File: config.mk
export PLATFORM = sky130hd
export DESIGN_NAME = fsync_word_rx
export DESIGN_NICKNAME = d
export VERILOG_FILES = /design/src/rtl/fswr_pkg.sv /design/src/rtl/fswr_sync.sv /design/src/rtl/fswr_edge.sv /design/src/rtl/fswr_frame.sv /design/src/rtl/fsync_word_rx.sv
export SDC_FILE = /design/constraint.sdc
export NUM_CORES = 1
export LEC_CHECK = 0
export BUFFER_PORTS_ARGS = -buffer_cell sky130_fd_sc_hd__buf_2
export CORE_ASPECT_RATIO = 1.5
export CORE_UTILIZATION = 35
export CTS_CLUSTER_SIZE = 25
export DETAILED_ROUTE_END_ITERATION = 8
export HOLD_SLACK_MARGIN = 0.03
export PLACE_DENSITY_LB_ADDON = 0.12
export SETUP_SLACK_MARGIN = 0.4
export SLEW_MARGIN = 40
export SYNTH_ARGS = -nofsm -noshare
export SYNTH_HDL_FRONTEND = slang
export SYNTH_SLANG_ARGS = --single-unit
File: constraint.sdc
create_clock -name clk_i -period 3.6 [get_ports clk_i]
set_input_delay 0.36 -clock clk_i [delete_from_list [all_inputs] [get_ports clk_i]]
set_output_delay 0.36 -clock clk_i [all_outputs]
set_load 0.01 [all_outputs]
File: src/rtl/fswr_pkg.sv
package fswr_pkg;

    // Sequencer phases of one frame
    typedef enum logic [1:0] {
        ST_IDLE = 2'd0,
        ST_LEAD = 2'd1,
        ST_BITS = 2'd2,
        ST_TAIL = 2'd3
    } rx_state_e;

    // External pins packed as one vector for the synchronizer bank
    typedef struct packed {
        logic bclk;
        logic fs_n;
        logic sd;
    } pins_t;

    localparam int PIN_W = $bits(pins_t);

    // Pin levels held during reset: clock low, sync idle high, data low
    localparam pins_t PIN_IDLE = '{bclk: 1'b0, fs_n: 1'b1, sd: 1'b0};

    // Code 3 is treated as the longest legal delay
    function automatic logic [1:0] clamp_delay(input logic [1:0] code);
        return (code == 2'd3) ? 2'd2 : code;
    endfunction

endpackage

File: src/rtl/fswr_sync.sv
module fswr_sync #(
    parameter int          W      = 3,
    parameter int          STAGES = 2,
    parameter logic [W-1:0] RST_VAL = '0
) (
    input  logic         clk_i,
    input  logic         rst_i,
    input  logic [W-1:0] d_i,
    output logic [W-1:0] q_o
);

    for (genvar b = 0; b < W; b++) begin : g_bit
        logic [STAGES-1:0] chain;
        always_ff @(posedge clk_i) begin
            if (rst_i) chain <= {STAGES{RST_VAL[b]}};
            else       chain <= {chain[STAGES-2:0], d_i[b]};
        end
        assign q_o[b] = chain[STAGES-1];
    end

endmodule

File: src/rtl/fswr_edge.sv
module fswr_edge (
    input  logic clk_i,
    input  logic rst_i,
    input  logic lvl_i,
    output logic fall_o
);

    logic prev_q;

    always_ff @(posedge clk_i) begin
        if (rst_i) prev_q <= 1'b0;
        else       prev_q <= lvl_i;
    end

    assign fall_o = prev_q & ~lvl_i;

endmodule

File: src/rtl/fswr_frame.sv
module fswr_frame
    import fswr_pkg::*;
#(
    parameter int WORD_W = 32
) (
    input  logic              clk_i,
    input  logic              rst_i,
    input  logic              fall_i,
    input  logic              fs_n_i,
    input  logic              sd_i,
    input  logic [1:0]        dly_i,
    output logic [WORD_W-1:0] word_o,
    output logic              vld_o,
    output logic              err_o
);

    localparam int CNT_W = $clog2(WORD_W + 1);
    localparam logic [CNT_W-1:0] LAST_CNT = CNT_W'(WORD_W - 1);

    rx_state_e         state_q;
    logic              fs_last_q;
    logic              armed_q;
    logic [CNT_W-1:0]  cnt_q;
    logic [WORD_W-1:0] shreg_q;
    logic              start_det;

    // A frame begins only where the sampled sync goes from high to low
    assign start_det = fall_i && fs_last_q && !fs_n_i;

    always_ff @(posedge clk_i) begin
        if (rst_i) begin
            state_q   <= ST_IDLE;
            fs_last_q <= 1'b1;
            armed_q   <= 1'b0;
            cnt_q     <= '0;
            shreg_q   <= '0;
            word_o    <= '0;
            vld_o     <= 1'b0;
            err_o     <= 1'b0;
        end else begin
            vld_o <= 1'b0;
            err_o <= 1'b0;
            if (fall_i) begin
                fs_last_q <= fs_n_i;
                // Trailing edge: commit, possibly alongside a new start
                if (state_q == ST_TAIL) begin
                    word_o  <= shreg_q;
                    vld_o   <= 1'b1;
                    state_q <= ST_IDLE;
                end
                if (start_det) begin
                    if (!armed_q) begin
                        armed_q <= 1'b1;
                    end else begin
                        if (state_q == ST_LEAD || state_q == ST_BITS)
                            err_o <= 1'b1;
                        case (clamp_delay(dly_i))
                            2'd0: begin
                                shreg_q <= {{(WORD_W-1){1'b0}}, sd_i};
                                cnt_q   <= CNT_W'(1);
                                state_q <= ST_BITS;
                            end
                            2'd1: begin
                                cnt_q   <= '0;
                                state_q <= ST_BITS;
                            end
                            default: begin
                                cnt_q   <= '0;
                                state_q <= ST_LEAD;
                            end
                        endcase
                    end
                end else begin
                    case (state_q)
                        ST_LEAD: state_q <= ST_BITS;
                        ST_BITS: begin
                            shreg_q <= {shreg_q[WORD_W-2:0], sd_i};
                            cnt_q   <= cnt_q + CNT_W'(1);
                            if (cnt_q == LAST_CNT) state_q <= ST_TAIL;
                        end
                        default: ;
                    endcase
                end
            end
        end
    end

endmodule

File: src/rtl/fsync_word_rx.sv
module fsync_word_rx
    import fswr_pkg::*;
#(
    parameter int WORD_W      = 32,
    parameter int SYNC_STAGES = 2
) (
    input  logic              clk_i,
    input  logic              rst_i,
    input  logic              bclk_i,
    input  logic              fs_n_i,
    input  logic              sd_i,
    input  logic [1:0]        dly_i,
    output logic [WORD_W-1:0] word_o,
    output logic              word_vld_o,
    output logic              resync_err_o
);

    pins_t raw_pins;
    pins_t sync_pins;
    logic  bclk_fall;

    assign raw_pins = '{bclk: bclk_i, fs_n: fs_n_i, sd: sd_i};

    fswr_sync #(
        .W      (PIN_W),
        .STAGES (SYNC_STAGES),
        .RST_VAL(PIN_IDLE)
    ) u_sync (
        .clk_i(clk_i),
        .rst_i(rst_i),
        .d_i  (raw_pins),
        .q_o  (sync_pins)
    );

    fswr_edge u_edge (
        .clk_i (clk_i),
        .rst_i (rst_i),
        .lvl_i (sync_pins.bclk),
        .fall_o(bclk_fall)
    );

    fswr_frame #(
        .WORD_W(WORD_W)
    ) u_frame (
        .clk_i (clk_i),
        .rst_i (rst_i),
        .fall_i(bclk_fall),
        .fs_n_i(sync_pins.fs_n),
        .sd_i  (sync_pins.sd),
        .dly_i (dly_i),
        .word_o(word_o),
        .vld_o (word_vld_o),
        .err_o (resync_err_o)
    );

endmodule

======== Yosys cells after proc, flatten, opt, wreduce, memory -nomap -nowiden ========
Index checks and enable logic that the tools add are counted.
operators by class
  $add $sub $neg .......................... 1
  equality and inequality tests ........... 8
  muxes and demuxes ....................... 17
  bitwise gates (word level) .............. 5
  reduce and logical (&&, ||, !) cells .... 13
operators by type and width
  kind                   count
  $mux W32               4
  $mux W6                3
  $mux W2                6
  $add A6 B1 Y6 const B  1
  $eq A2 B2 Y1 const B   3
  $eq A6 B5 Y1 const B   1
  $eq A2 B1 Y1 const B   2
  $not A1 Y1             4
  $pmux W2 S2            1
  $reduce_and A2 Y1      2
  $reduce_and A4 Y1      1
  $reduce_or A2 Y1       2
  $reduce_or A4 Y1       1
  $mux W1                3
  $reduce_and A3 Y1      1
  $logic_and A1 B1 Y1    2
  $logic_not A2 Y1       1
  $ne A2 B1 Y1 const B   1
  $ne A2 B2 Y1 const B   1
  $reduce_bool A2 Y1     1
  $and A1 B1 Y1          1
  $logic_not A1 Y1       1
  $logic_or A1 B1 Y1     1
storage, ports and cells
  register bits after elaboration ......... 83
  input port bits ......................... 7
  output and inout bits ................... 34
  word-level logic and storage cells ...... 56

======== Logic depth before layout (Yosys ltp) ========
  depth after elaboration ................. 7
  depth in mapped cells ................... 7
  gate-level depth less buffers ........... 6

======== Cells and area by module ========
Synthesis repeated with hierarchy kept, for this count alone.
second synthesis, totals
  cell total of the unflattened synthesis .. 340
  area, all modules ....................... 2946.6 µm²
by module, submodules not included
  module      times used  cells an instance  area an instance (µm²)  seq. area each (µm²)
  fswr_frame  1           322                2731.4                  1521.5
  fswr_sync   1           15                 180.2                   120.1
  fswr_edge   1           3                  35.0                    20.0

======== Worst setup path before layout ========
Ideal clock, no wire load.
  path type ............................... reg-to-reg
  from .................................... register u_frame.state_q[0]
  to ...................................... register u_frame.shreg_q[10]
  library setup time ...................... 0.059 ns
  arrival ................................. 1.356 ns
  data required time ...................... 3.541 ns
  path slack .............................. 2.185 ns
  cell stages (with the launch flop) ...... 7
  path buffers ............................ 1
  period minus slack after synthesis ...... 1.415 ns
  cell sequence ........................... dfxtp_1 > inv_1 > ha_1 > mux2_4 > a21oi_2 > buf_4 > a22o_1
on the way
  cells in the longest elaborated chain, start to end .. 3
RTL lines
  item                                 line              text
  from (decl)                          fswr_frame.sv:20  rx_state_e state_q;
  from (signal assigned)               fswr_frame.sv:32  state_q <= ST_IDLE;
  from (signal assigned)               fswr_frame.sv:49  state_q <= ST_IDLE;
  from (signal assigned)               fswr_frame.sv:61  state_q <= ST_BITS;
  $eq A2 B2 Y1                         fswr_frame.sv:74  case (state_q)
  $reduce_bool A2 Y1 (no source line)  -
  $reduce_and A4 Y1 (no source line)   -
  to (signal assigned)                 fswr_frame.sv:59  shreg_q <= {{(WORD_W-1){1'b0}}, sd_i};
  to (signal assigned)                 fswr_frame.sv:77  shreg_q <= {shreg_q[WORD_W-2:0], sd_i};
  to (decl)                            fswr_frame.sv:24  logic [WORD_W-1:0] shreg_q;
No other way between the ends.
A chain may end at the register's enable or synchronous reset.

======== Worst setup path in the final report ========
  from .................................... register u_sync.g_bit[1].chain[1]
  to ...................................... register u_frame.shreg_q[21]
on the way
  cells in the longest elaborated chain, start to end .. 4
  elaborated cells between the ends (all ways) .. 7
  classes of those cells .................. 2 x eq/ne; 1 x mux; 4 x reduce/logical
RTL lines
  item                                                         line              text
  from (decl)                                                  fswr_sync.sv:13   logic [STAGES-1:0] chain;
  from (signal assigned)                                       fswr_sync.sv:15   if (rst_i) chain <= {STAGES{RST_VAL[b]}};
  from (signal assigned)                                       fswr_sync.sv:16   else chain <= {chain[STAGES-2:0], d_i[b]};
  $logic_not A1 Y1 *                                           fswr_frame.sv:28  assign start_det = fall_i && fs_last_q && !fs_n_i;
  $logic_and A1 B1 Y1 *                                        fswr_frame.sv:28
  $ne A2 B1 Y1 (no source line), or another cell as far along  -
  $reduce_and A4 Y1 (no source line)                           -
Every way passes the cells marked *; elsewhere a longest branch is shown, timed or not.

==> metrics.txt <==
Final min period=1.70 ns; root buffer cell=clkbuf_16; number of diodes=0; Worst-Margin Slew=0.670 ns; die width=76.9 um; Residual DRC=0; worst r2r dst=u_frame.shreg_q[21]; Core Util, Final=43.6%; reg2reg start=u_sync.g_bit[1].chain[1]; Arr. time, crit path=1.97 ns; Routed Antenna Nets=0; Post-CTS Hold Buffers=0; CP Data Required Time=3.87 ns; CTS Buf Count=9; TritonCTS clock tree=yes; status=complete, no violations; Die ar.=8790 sq um; post-CTS resize count=0; Fin Clk Skew=0.00318 ns; FP Rows=40; vias per cell=4.85; Seq/Total Area, Yosys=56.5%; maximum clock path buffer count=2; max_cap viols=0; worst skew pair latency=0.33 ns; Area Growth Syn to Fin=19.3%; area of the mapped netlist=2940 sq um; Setup CP Type=flip-flop to flip-flop; Routability Congestion=0.737; nets=353; r2r setup slk=1.90 ns; Pins Over Slew Limit=0; RSZ-0062 raised after global routing=no; startpoint types=flip-flop; period utilisation layout=47.2%; HPWL Detailed=3.75 mm; first-pass GRT wire length=9.81 mm; Net Count, Synth=319; ys flop type=dfxtp_1; number of I/O port buffers=40; min-delay src=fs_n_i; PD cells=539 nW/um^2; Synthesis Warnings=0; Fmax achieved=588 MHz; setup tns final=0 ns; Routed WL per cell=12.8 um; Netlist cell types=40; clock-pin slew on the worst setup and hold paths=0.06 ns; gr ovfl total=0; flops & latches, synth=83; crit path max fanout=31; layout cell share with drive strength beyond 1=19.9%; Die Height=114 um; number of synthesized flops with an enable pin=0; largest net degree at the start of global routing=38; worst min-delay path class=primary input to flip-flop; IO Count=41; post-CTS setup buffers=0; Pleak=1.37 nW; CTS Sinks=83; Syn Area/Cell=9.55 sq um; Peak VDD IR=0.000333 V; Starting Density=36.5%; final-layout fill cell count=816; Placed Instances=436; Worst Setup SP=u_sync.g_bit[1].chain[1]; via count=2,190; drt pass-1 iters=4; Final Setup Violations=0; Worst setup EP type=flip-flop; drt total wl=5.80 mm; Critical Path End=u_frame.shreg_q[21]; R2R cell count=5; gr usage total=14.6%; antenna violations before repair=0; initial DRC count=135; CTS H-tree depth=3; Mapped Cells=308; number of global-route vias before repair=2,093; Final Hold Viols=0; Slew headroom=55.4%; core area=8060 sq um; Post-synth ARST share=0%; fin cells=452
## Yosys cell counts, types with 2 or more instances
library cell  instances  area (sq um)
a22o_1               31           272
buf_4                 3          22.5
dfxtp_1              83          1660
inv_1                 3          11.3
nor2b_1               6          37.5
nand4_1               3          18.8
clkbuf_1              9          33.8
nand2_1              72           270
nor2_1                7          26.3
a21oi_1              39           195
or3_2                 2          15.0
nand3_1               2          10.0
ha_1                  4          50.1
buf_2                 9          45.0
o31ai_1               2          15.0
nand2b_1              3          18.8
o21ai_0               6          30.0
or2_2                 2          12.5
## placed cells by master, fill, tap and decap left out, types with 2 or more instances in the layout
master and n:
ha_1 4, a21oi_1 39, or2_2 2, nand3_1 2, clkbuf_1 3, buf_2 40, clkbuf_8 3, nand2b_1 3
or3_2 2, clkbuf_16 9, o31ai_1 2, nand4_1 3, nand2_1 72, nor2_1 7, nor2b_1 6, inv_1 3
buf_4 6, o21ai_0 6, dfxtp_1 83, a22o_1 31
## worst min-delay path by stage
stage,endpoint,cells after the start
floorplan,u_sync.g_bit[1].chain[1],1
global placement,u_sync.g_bit[1].chain[1],1
detailed placement,u_sync.g_bit[1].chain[1],1
CTS,u_sync.g_bit[1].chain[0],2
global route,u_sync.g_bit[1].chain[0],2
finish,u_sync.g_bit[1].chain[0],2
## flip-flops by register name, indices dropped and copies added, names as in the netlist
name	count
u_frame.armed_q	1
u_edge.prev_q	1
u_frame.vld_o	1
u_frame.state_q	2
u_frame.cnt_q	6
u_frame.fs_last_q	1
u_frame.err_o	1
u_sync.g_bit.chain	6
u_frame.shreg_q	32
u_frame.word_o	32
## logic make-up (layout without fill, tap and decap cells)
kind of cell               count (synthesis)  after routing  synth area share, %
muxes                                      3              3                 1.32
buffers and inverters                     26             65                 4.34
and+or+nand+nor                          105            105                 16.4
DFF                                       83             83                 56.5
adders and majority gates                  4              4                 1.70
AOI/OAI and AO/OA                         87             87                 19.8
## layout make-up
type / count / area (sq um) / share of cell area (%)
Sequential cell: 83 / 1660 / 47.3
Multi-Input combinational cell: 199 / 1150 / 32.9
Clock buffer: 15 / 278 / 7.91
Timing Repair Buffer: 46 / 245 / 6.99
Tap cell: 105 / 131 / 3.74
Clock inverter: 1 / 30.0 / 0.855
Inverter: 3 / 11.3 / 0.321
## metrics by stage
| stage | worst slack (ns) | area [sq um] | hold slack [ns] | total power [mW] |
|---|---|---|---|---|
| finish | 1.90 | 3510 | 0.207 | 1.89 |
| global placement | 1.76 | 3200 | 0.393 | 0.981 |
| floorplan | 2.18 | 2940 | 0.389 | 0.974 |
| detailed placement | 1.74 | 3200 | 0.393 | 0.981 |
| CTS | 1.89 | 3510 | 0.197 | 1.92 |
| global route | 1.72 | 3510 | 0.203 | 1.98 |
## critical path, stage by stage (launching register included)
cell and delay, ns:
dfxtp_1 0.34, nand2b_1 0.33, mux2_4 0.35, a21oi_2 0.11
buf_4 0.31, a22o_1 0.18
## routing by layer
metal,routed length [um],track usage [%],vias up
li1,-,-,1130
met1,2700,17.0,1021
met2,2770,23.5,30
met3,173,3.27,9
met4,157,10.8,0
met5,0,0,-
## where the power goes
| group | internal (mW) | switching (mW) |
|---|---|---|
| clock | 0.595 | 0.338 |
| sequential | 0.923 | 0.00206 |
| combinational | 0.0116 | 0.0242 |
| total | 1.53 | 0.364 |
No activity file was read; power rests on OpenSTA's default activity.
